File: config.mk
export PLATFORM = sky130hd
export DESIGN_NAME = te_sync_decoder
export DESIGN_NICKNAME = d
export VERILOG_FILES = /design/src/rtl/te_sync_pkg.sv /design/src/rtl/te_pulse_classifier.sv /design/src/rtl/te_line_counter.sv /design/src/rtl/te_trigger_ctrl.sv /design/src/rtl/te_sync_decoder.sv
export SDC_FILE = /design/constraint.sdc
export NUM_CORES = 1
export LEC_CHECK = 0
export BUFFER_PORTS_ARGS = -buffer_cell sky130_fd_sc_hd__buf_2
export CORE_UTILIZATION = 50
export DETAILED_ROUTE_END_ITERATION = 8
export GPL_ROUTABILITY_DRIVEN = 0
export PLACE_DENSITY = 0.85
export SYNTH_ARGS = -nofsm -noshare
export SYNTH_HDL_FRONTEND = slang
export SYNTH_SLANG_ARGS = --single-unit
File: constraint.sdc
create_clock -name clk -period 1.8 [get_ports clk]
set_input_delay 0 -clock clk [delete_from_list [all_inputs] [get_ports clk]]
set_output_delay 0 -clock clk [all_outputs]
set_load 0.01 [all_outputs]
File: src/rtl/te_sync_pkg.sv
// Shared types and the configuration legality check for the tearing-effect decoder.
// Assumes widths are given in ticks and are zero-extended by the caller.
package te_sync_pkg;

    typedef enum logic [1:0] {
        TRIG_INT   = 2'd0,
        TRIG_VSYNC = 2'd1,
        TRIG_LINE  = 2'd2,
        TRIG_RSV   = 2'd3
    } trig_mode_e;

    localparam int unsigned HS_MIN_TICKS       = 2;
    localparam int unsigned VS_MIN_TICKS_FRAME = 4;
    localparam int unsigned VS_MIN_TICKS_LINE  = 2;

    // Returns 1 when the widths cannot separate line and frame pulses in this mode.
    function automatic logic cfg_bad(input trig_mode_e mode,
                                     input int unsigned hs,
                                     input int unsigned vs);
        logic bad;
        bad = 1'b0;
        if (mode == TRIG_VSYNC || mode == TRIG_LINE) begin
            if (hs < HS_MIN_TICKS)
                bad = 1'b1;
            if (vs < ((mode == TRIG_VSYNC) ? VS_MIN_TICKS_FRAME : VS_MIN_TICKS_LINE))
                bad = 1'b1;
            if (hs == vs)
                bad = 1'b1;
        end
        return bad;
    endfunction

endpackage

File: src/rtl/te_pulse_classifier.sv
// Synchronizes the shared tearing-effect pin, measures each run in ticks and,
// when a run ends, reports it as a line pulse or a frame pulse.
// Assumes widths and polarities are stable while a run is measured; the run
// that is in progress at reset is never classified.
module te_pulse_classifier #(
    parameter int CNT_W = 6
) (
    input  logic             clk,
    input  logic             rst_n,
    input  logic             tick,
    input  logic             te_in,
    input  logic             hs_pol,
    input  logic             vs_pol,
    input  logic [CNT_W-1:0] hs_width,
    input  logic [CNT_W-1:0] vs_width,
    output logic             hs_evt,
    output logic             vs_evt
);
    localparam logic [CNT_W-1:0] RUN_MAX = {CNT_W{1'b1}};

    logic             sync1, sync2;
    logic             lvl_q;
    logic             run_ok;
    logic [CNT_W-1:0] run_len;
    logic             run_end, is_vs, is_hs;

    // Two-stage synchronizer for the asynchronous pin.
    always_ff @(posedge clk) begin
        if (!rst_n) begin
            sync1 <= 1'b0;
            sync2 <= 1'b0;
        end else begin
            sync1 <= te_in;
            sync2 <= sync1;
        end
    end

    // Decide the class of the run that ends in this cycle.
    always_comb begin
        run_end = (sync2 != lvl_q);
        is_vs   = run_ok && run_end && (lvl_q == vs_pol) && (run_len >= vs_width);
        is_hs   = run_ok && run_end && (lvl_q == hs_pol) && (run_len >= hs_width) && !is_vs;
    end

    // Track the current level and its length, saturating the length.
    always_ff @(posedge clk) begin
        if (!rst_n) begin
            lvl_q   <= 1'b0;
            run_ok  <= 1'b0;
            run_len <= '0;
        end else if (run_end) begin
            lvl_q   <= sync2;
            run_ok  <= 1'b1;
            run_len <= tick ? CNT_W'(1) : '0;
        end else if (tick && run_len != RUN_MAX) begin
            run_len <= run_len + CNT_W'(1);
        end
    end

    // Register the classification as one-cycle events.
    always_ff @(posedge clk) begin
        if (!rst_n) begin
            hs_evt <= 1'b0;
            vs_evt <= 1'b0;
        end else begin
            hs_evt <= is_hs;
            vs_evt <= is_vs;
        end
    end

endmodule

File: src/rtl/te_line_counter.sv
// Counts line pulses since the last frame pulse and strobes each update.
// Assumes at most one of hs_evt and vs_evt is high in a cycle.
module te_line_counter #(
    parameter int LINE_W = 11
) (
    input  logic              clk,
    input  logic              rst_n,
    input  logic              hs_evt,
    input  logic              vs_evt,
    output logic [LINE_W-1:0] cur_line,
    output logic              line_upd
);
    localparam logic [LINE_W-1:0] LINE_MAX = {LINE_W{1'b1}};

    // Clear on a frame pulse, step on a line pulse, hold at the top.
    always_ff @(posedge clk) begin
        if (!rst_n) begin
            cur_line <= '0;
            line_upd <= 1'b0;
        end else if (vs_evt) begin
            cur_line <= '0;
            line_upd <= 1'b1;
        end else if (hs_evt) begin
            if (cur_line != LINE_MAX)
                cur_line <= cur_line + LINE_W'(1);
            line_upd <= 1'b1;
        end else begin
            line_upd <= 1'b0;
        end
    end

    p_excl_r3: assert property (@(posedge clk) disable iff (!rst_n)
        !(hs_evt && vs_evt));

    p_clear_r4: assert property (@(posedge clk) disable iff (!rst_n)
        vs_evt |=> (cur_line == '0));

    p_step_r4: assert property (@(posedge clk) disable iff (!rst_n)
        (hs_evt && !vs_evt && cur_line != LINE_MAX) |=> (cur_line == $past(cur_line) + LINE_W'(1)));

endmodule

File: src/rtl/te_trigger_ctrl.sv
// Chooses the trigger source by mode and issues one start pulse per arming.
// Assumes frame_done is a single-cycle pulse from the transfer engine.
module te_trigger_ctrl
    import te_sync_pkg::*;
#(
    parameter int LINE_W = 11
) (
    input  logic              clk,
    input  logic              rst_n,
    input  trig_mode_e        mode,
    input  logic              cfg_err,
    input  logic              xfer_en,
    input  logic              frame_done,
    input  logic              vs_evt,
    input  logic              line_upd,
    input  logic [LINE_W-1:0] cur_line,
    input  logic [LINE_W-1:0] target_line,
    output logic              start_trig
);
    logic issued;
    logic want, fire;

    // Pick the condition that would start a transfer in this mode.
    always_comb begin
        unique case (mode)
            TRIG_VSYNC: want = vs_evt && !cfg_err;
            TRIG_LINE:  want = line_upd && (cur_line == target_line) && !cfg_err;
            default:    want = 1'b1;
        endcase
        fire = xfer_en && !issued && want;
    end

    // Hold off further triggers until frame done or the enable drops.
    always_ff @(posedge clk) begin
        if (!rst_n) begin
            issued     <= 1'b0;
            start_trig <= 1'b0;
        end else begin
            start_trig <= fire;
            if (fire)
                issued <= 1'b1;
            else if (frame_done || !xfer_en)
                issued <= 1'b0;
        end
    end

    p_single_r8: assert property (@(posedge clk) disable iff (!rst_n)
        start_trig |=> !start_trig);

    p_idle_r10: assert property (@(posedge clk) disable iff (!rst_n)
        !xfer_en |=> !start_trig);

    p_cfg_r9: assert property (@(posedge clk) disable iff (!rst_n)
        ((mode == TRIG_VSYNC || mode == TRIG_LINE) && cfg_err) |=> !start_trig);

endmodule

File: src/rtl/te_sync_decoder.sv
// Top: decodes a shared tearing-effect pin into line and frame pulses, keeps
// the line count and triggers the pixel transfer engine.
// Assumes configuration changes only while the pin is idle.
module te_sync_decoder
    import te_sync_pkg::*;
#(
    parameter int CNT_W  = 6,
    parameter int LINE_W = 11
) (
    input  logic              clk,
    input  logic              rst_n,
    input  logic              tick,
    input  logic              te_in,
    input  logic [1:0]        trig_mode,
    input  logic [CNT_W-1:0]  hs_width,
    input  logic [CNT_W-1:0]  vs_width,
    input  logic              hs_pol,
    input  logic              vs_pol,
    input  logic [LINE_W-1:0] target_line,
    input  logic              xfer_en,
    input  logic              frame_done,
    output logic              start_trig,
    output logic [LINE_W-1:0] cur_line,
    output logic              cfg_err
);
    trig_mode_e mode;
    logic       hs_evt, vs_evt, line_upd;

    // Decode the mode and check the width settings against it.
    always_comb begin
        mode    = trig_mode_e'(trig_mode);
        cfg_err = cfg_bad(mode, 32'(hs_width), 32'(vs_width));
    end

    te_pulse_classifier #(.CNT_W(CNT_W)) u_class (
        .clk(clk), .rst_n(rst_n), .tick(tick), .te_in(te_in),
        .hs_pol(hs_pol), .vs_pol(vs_pol),
        .hs_width(hs_width), .vs_width(vs_width),
        .hs_evt(hs_evt), .vs_evt(vs_evt)
    );

    te_line_counter #(.LINE_W(LINE_W)) u_lines (
        .clk(clk), .rst_n(rst_n), .hs_evt(hs_evt), .vs_evt(vs_evt),
        .cur_line(cur_line), .line_upd(line_upd)
    );

    te_trigger_ctrl #(.LINE_W(LINE_W)) u_trig (
        .clk(clk), .rst_n(rst_n), .mode(mode), .cfg_err(cfg_err),
        .xfer_en(xfer_en), .frame_done(frame_done),
        .vs_evt(vs_evt), .line_upd(line_upd),
        .cur_line(cur_line), .target_line(target_line),
        .start_trig(start_trig)
    );

endmodule

**After elaboration in Yosys (flattened, before gate mapping)**

Cells that the tools add are included.

- Add/subtract/negate cells: 2
- $lt $le $gt $ge: 4
- Eq/ne operators: 9
- Multiplexer cells: 13
- Bitwise gates (word level): 1
- Reduce and logical (&&, ||, !) cells: 22

Operators with widths:

| cell | count |
|---|---|
| $ge A6 B6 Y1 | 2 |
| $logic_and A1 B1 Y1 | 12 |
| $mux W6 | 2 |
| $add A11 B1 Y11 const B | 1 |
| $eq A11 B11 Y1 | 1 |
| $ne A11 B11 Y1 const B | 1 |
| $mux W1 | 9 |
| $add A6 B1 Y6 const B | 1 |
| $eq A6 B6 Y1 | 1 |
| $lt A6 B2 Y1 const B | 1 |
| $lt A6 B3 Y1 | 1 |
| $ne A6 B6 Y1 const B | 1 |
| $logic_not A1 Y1 | 4 |
| $reduce_bool A2 Y1 | 2 |
| $mux W3 | 1 |
| $eq A1 B1 Y1 | 2 |
| $eq A2 B1 Y1 const B | 1 |
| $eq A2 B2 Y1 const B | 1 |
| $logic_or A1 B1 Y1 | 2 |
| $pmux W1 S2 | 1 |
| $reduce_and A2 Y1 | 1 |
| $reduce_or A2 Y1 | 1 |
| $ne A1 B1 Y1 | 1 |
| $not A1 Y1 | 1 |

- Bits in registers: 26
- Input port bits: 33
- Output and inout bits: 13
- Logic and storage cells: 62

**Logic depth before layout (Yosys ltp)**

- Depth after elaboration: 11
- Depth in mapped cells: 8
- Mapped depth without buffers: 8

**Hierarchy**

From an unflattened synthesis, not the netlist that was laid out.

- Cell total of the unflattened synthesis: 217
- Area, all modules: 1880.6 um2

By module, submodules not included:

| module | times used | cells an instance | area each (um2) |
|---|---|---|---|
| te_pulse_classifier | 1 | 93 | 797.0 |
| te_line_counter | 1 | 78 | 719.4 |
| te_trigger_ctrl | 1 | 28 | 226.5 |
| te_sync_decoder | 1 | 18 | 137.6 |

**Least setup slack after synthesis**

No wires, ideal clock.

- Path kind: flip-flop to flip-flop
- Start: reg u_lines.cur_line[0]
- End: reg u_lines.cur_line[1]
- Setup time: 0.128 ns
- Arrival time: 1.356 ns
- Required time: 1.672 ns
- Setup slack: 0.317 ns
- Cell stages (with the launch flop): 7
- Buffers on the path: 0
- Clock period less this slack: 1.483 ns
- Cell sequence: dfxtp_1 > ha_1 > nand2_1 > nor3_4 > or2b_1 > mux2i_1 > nor2_1

- Word-level cells in the longest chain between the ends: 2

RTL lines:

| element | RTL line | RTL |
|---|---|---|
| start: declaration | te_line_counter.sv:10 | `output logic [LINE_W-1:0] cur_line,` |
| start signal: assignment | te_line_counter.sv:25 | `cur_line <= cur_line + LINE_W'(1);` |
| branches (longest 2 deep; another with $add A11 B1 Y11) | - |  |

Several ways; the timed one is not identified.
A chain may end at the register's enable or synchronous reset.

**Worst setup path in the final report**

- Start: reg u_class.run_len[0]
- End: reg u_class.hs_evt

- Word-level cells in the longest chain between the ends: 4

RTL lines:

| element | RTL line | RTL |
|---|---|---|
| start: declaration | te_pulse_classifier.sv:24 | `logic [CNT_W-1:0] run_len;` |
| start signal: assignment | te_pulse_classifier.sv:54 | `run_len <= tick ? CNT_W'(1) : '0;` |
| start signal: assignment | te_pulse_classifier.sv:56 | `run_len <= run_len + CNT_W'(1);` |
| $ge A6 B6 Y1 | te_pulse_classifier.sv:41 | `is_vs = run_ok && run_end && (lvl_q == vs_pol) && (run_len >= vs_width);` |
| $logic_and A1 B1 Y1 | te_pulse_classifier.sv:41 |  |
| $logic_not A1 Y1 | te_pulse_classifier.sv:42 | `is_hs = run_ok && run_end && (lvl_q == hs_pol) && (run_len >= hs_width) && !is_vs;` |
| $logic_and A1 B1 Y1 (*) | te_pulse_classifier.sv:42 |  |
| end signal: assignment | te_pulse_classifier.sv:66 | `hs_evt <= is_hs;` |
| end: declaration | te_pulse_classifier.sv:16 | `output logic hs_evt,` |

Every way passes the cells marked *; elsewhere a longest branch is shown, timed or not.

==> flow_summary.json <==
{
  "syn_avg_cell_area_sq_um": 8.71,
  "multiInputGateArea_sq_um": 1040,
  "cp_slowest_cell": "dfxtp_2",
  "antenna_found_initial": 0,
  "grt_max_degree": 16,
  "cp-end-kind": "flop",
  "clockPowerShare": 0.344,
  "grt_pass1_wl_mm": 5.50,
  "dp.cells": 274,
  "whs_ps": 36.7,
  "cts_tree": "done",
  "path_clk_slew_ps": 140,
  "cts_buffers": 3,
  "swShare": 0.226,
  "syn_nets": 238,
  "viasPerCell": 5.06,
  "detail-route-antenna-nets": 0,
  "total_power_w": 0.00116,
  "hold_viol_final": 0,
  "n_fill_cell": 263,
  "clock_skew_ps": 2.15,
  "die_area_sq_um": 3510,
  "path_cells": "inv_1, ha_1, nand2b_1, a21o_1, a21oi_1, o21ai_1, a211oi_1",
  "max_slew_margin": 0.741,
  "first_pass_iters": 4,
  "p_leak_nw": 0.999,
  "critPathTopFamily": "compound AO/OA/AOI/OAI gates",
  "postCtsSetupBuffers": 0,
  "wire_per_inst_um": 12.0,
  "grt_pass1_vias": 1328,
  "outcome": "finished clean",
  "syn_area_sq_um": 1640,
  "async_reset_ff_frac": 0,
  "portBuffers": 45,
  "cts.sinks": 26,
  "syn_inst": 188,
  "critPathLaunchType": "flop",
  "stdcell_area_sq_um": 2020,
  "synthToLayoutAreaGrowth_pct": 23.3,
  "antennaDiodeCount": 0,
  "cp.required_ps": 2050,
  "dp_hpwl_mm": 2.75,
  "drive_gt1_frac": 0.225,
  "setup_viol": 0,
  "place_area_sq_um": 1910,
  "coreArea_sq_um": 3080,
  "register_area_sq_um": 522,
  "ys_ff_latch": 26,
  "root_buffer": "clkbuf_4",
  "largest_register_ffs": 11,
  "cts_max_level": 1,
  "nets": 291,
  "die_w_um": 59.2,
  "grt_overflow": 0,
  "timing.final.crit_period_ps": 1590,
  "worst_pin_slew_ps": 389,
  "crit_arrival_ps": 1840,
  "dr_total_vias": 1437,
  "switchingPower_w": 0.000262,
  "drv_cap": 0,
  "yosysSeqAreaShare": 0.318,
  "worstSetupPathType": "reg2reg",
  "power_frac_seq": 0.514,
  "timing.fmax_mhz": 629,
  "grt_usage": 0.203,
  "wl_mm": 3.40,
  "path_buf_inv": 1,
  "yosysWarningCount": 0,
  "hold_path.class": "in2reg",
  "slew_viol_final": 0,
  "fin_crit_sh": 0.883,
  "slowest_delay_ps": 400,
  "drc_errors": 0,
  "io_pins": 46,
  "peakVddDrop_v": 0.000554,
  "fin_cells": 284,
  "std_cell_rows": 20,
  "regMostFlops": "u_lines.cur_line",
  "p_comb_frac": 0.143,
  "powerDensity_nw_per_um2": 574,
  "setup_tns_ps": 0,
  "rsz0062_at_grt": "false",
  "drtIter0Drc": 56,
  "intPower_w": 0.000897,
  "synth.distinct_cells": 42,
  "fp.dieH_um": 59.2,
  "synth-edff-count": 0,
  "worstPathMaxFanout": 6,
  "clock_path_buffers": 2,
  "initial_utilization": 0.532,
  "insertion_delay_ps": 320,
  "largestRegisters": "u_lines.cur_line: 11 flops, u_class.run_len: 6 flops",
  "yosys_most_used_dff": "dfxtp_1"
}
[synth_stat cells (2+ instances only)]
cell type	number	area (sq um)
mux2i_1	2	20.0
ha_1	17	213
nor4_1	4	25.0
o22ai_1	2	12.5
o21ai_0	2	10.0
nand2_1	9	33.8
a211oi_1	2	15.0
inv_1	18	67.6
xnor2_1	12	105
xor2_1	17	149
nor2_1	16	60.1
clkbuf_1	2	7.51
nand3_1	4	20.0
and3_1	3	18.8
nand2b_1	4	25.0
and2_1	3	18.8
a21oi_1	5	25.0
dfxtp_1	26	521
nor3_1	7	35.0
nand4_1	8	50.1
a21o_1	3	22.5
o21ai_1	2	10.0
[area by class of cell]
class,count,area share
sequential,26,0.258
clock inverter,1,0.0149
tap,44,0.0273
timing repair buffer,51,0.141
multi-input combinational,141,0.514
inverter,18,0.0335
clock buffer,3,0.0112
[worst paths after layout]
check,startpoint,to,slack [ps],cells after the start
worst min register to register,u_class.sync1,u_class.sync2,450,1
worst max register to register,u_class.run_len[0],u_class.hs_evt,210,7
worst min-delay path,hs_pol,u_class.hs_evt,40,4
worst max-delay path,u_class.run_len[0],u_class.hs_evt,210,7
[stage by stage]
stage               setup slack, ps   util
floorplan                       317      -
global placement                251  0.619
detailed placement              159  0.619
CTS                             118  0.656
global route                   63.9  0.656
finish                          211  0.656
[power by group through the flow]
stage / Sequential (W) / Combinational (W) / Clock [W]
after floorplan: 0.000606 / 0.0000909 / 0
after global placement: 0.000607 / 0.000154 / 0
final: 0.000595 / 0.000165 / 0.000399
after global routing: 0.000598 / 0.000188 / 0.000428
after detailed placement: 0.000608 / 0.000158 / 0
after CTS: 0.000595 / 0.000167 / 0.000408
[logic make-up after synthesis]
family / Yosys count / synth area share
muxes: 2 / 0.0122
AOI/OAI and AO/OA: 27 / 0.116
DFF: 26 / 0.318
xor gates and xnor gates: 29 / 0.155
adders and majority gates: 17 / 0.130
and+or+nand+nor: 66 / 0.220
buffers and inverters: 21 / 0.0489
[metal layers]
| metal | vias up | GRT usage | part of all wire |
|---|---|---|---|
| met5 | - | 0 | 0 |
| met3 | 2 | 0.0437 | 0.041 |
| met4 | 0 | 0.0374 | 0.0050 |
| met1 | 642 | 0.253 | 0.46 |
| li1 | 759 | - | - |
| met2 | 34 | 0.361 | 0.49 |
[worst register-to-register path, cell delays in order (launching register included)]
cell and delay, ps:
dfxtp_2 400, inv_1 70, ha_1 260, nand2b_1 140, a21o_1 170, a21oi_1 170, o21ai_1 110, a211oi_1 200
[timing repair]
action	CTS	global route
endpoints found under the setup margin	0	1
resized for setup	0	1
hold buffers	6	0
endpoints found under the hold margin	5	0
[cells in the final DEF (no fill, tap or decap), types with 3 or more instances in the layout]
master and instances:
buf_2 45, dfxtp_1 25, inv_1 18, xor2_1 17
ha_1 17, nor2_1 16, xnor2_1 12, nand2_1 9
nand4_1 8, nor3_1 7, dlygate4sd3_1 6, a21oi_1 5
nor4_1 4, nand2b_1 4, nand3_1 4, a21o_1 3
and3_1 3, and2_1 3, clkbuf_4 3
Power figures use the tool's default switching activity.
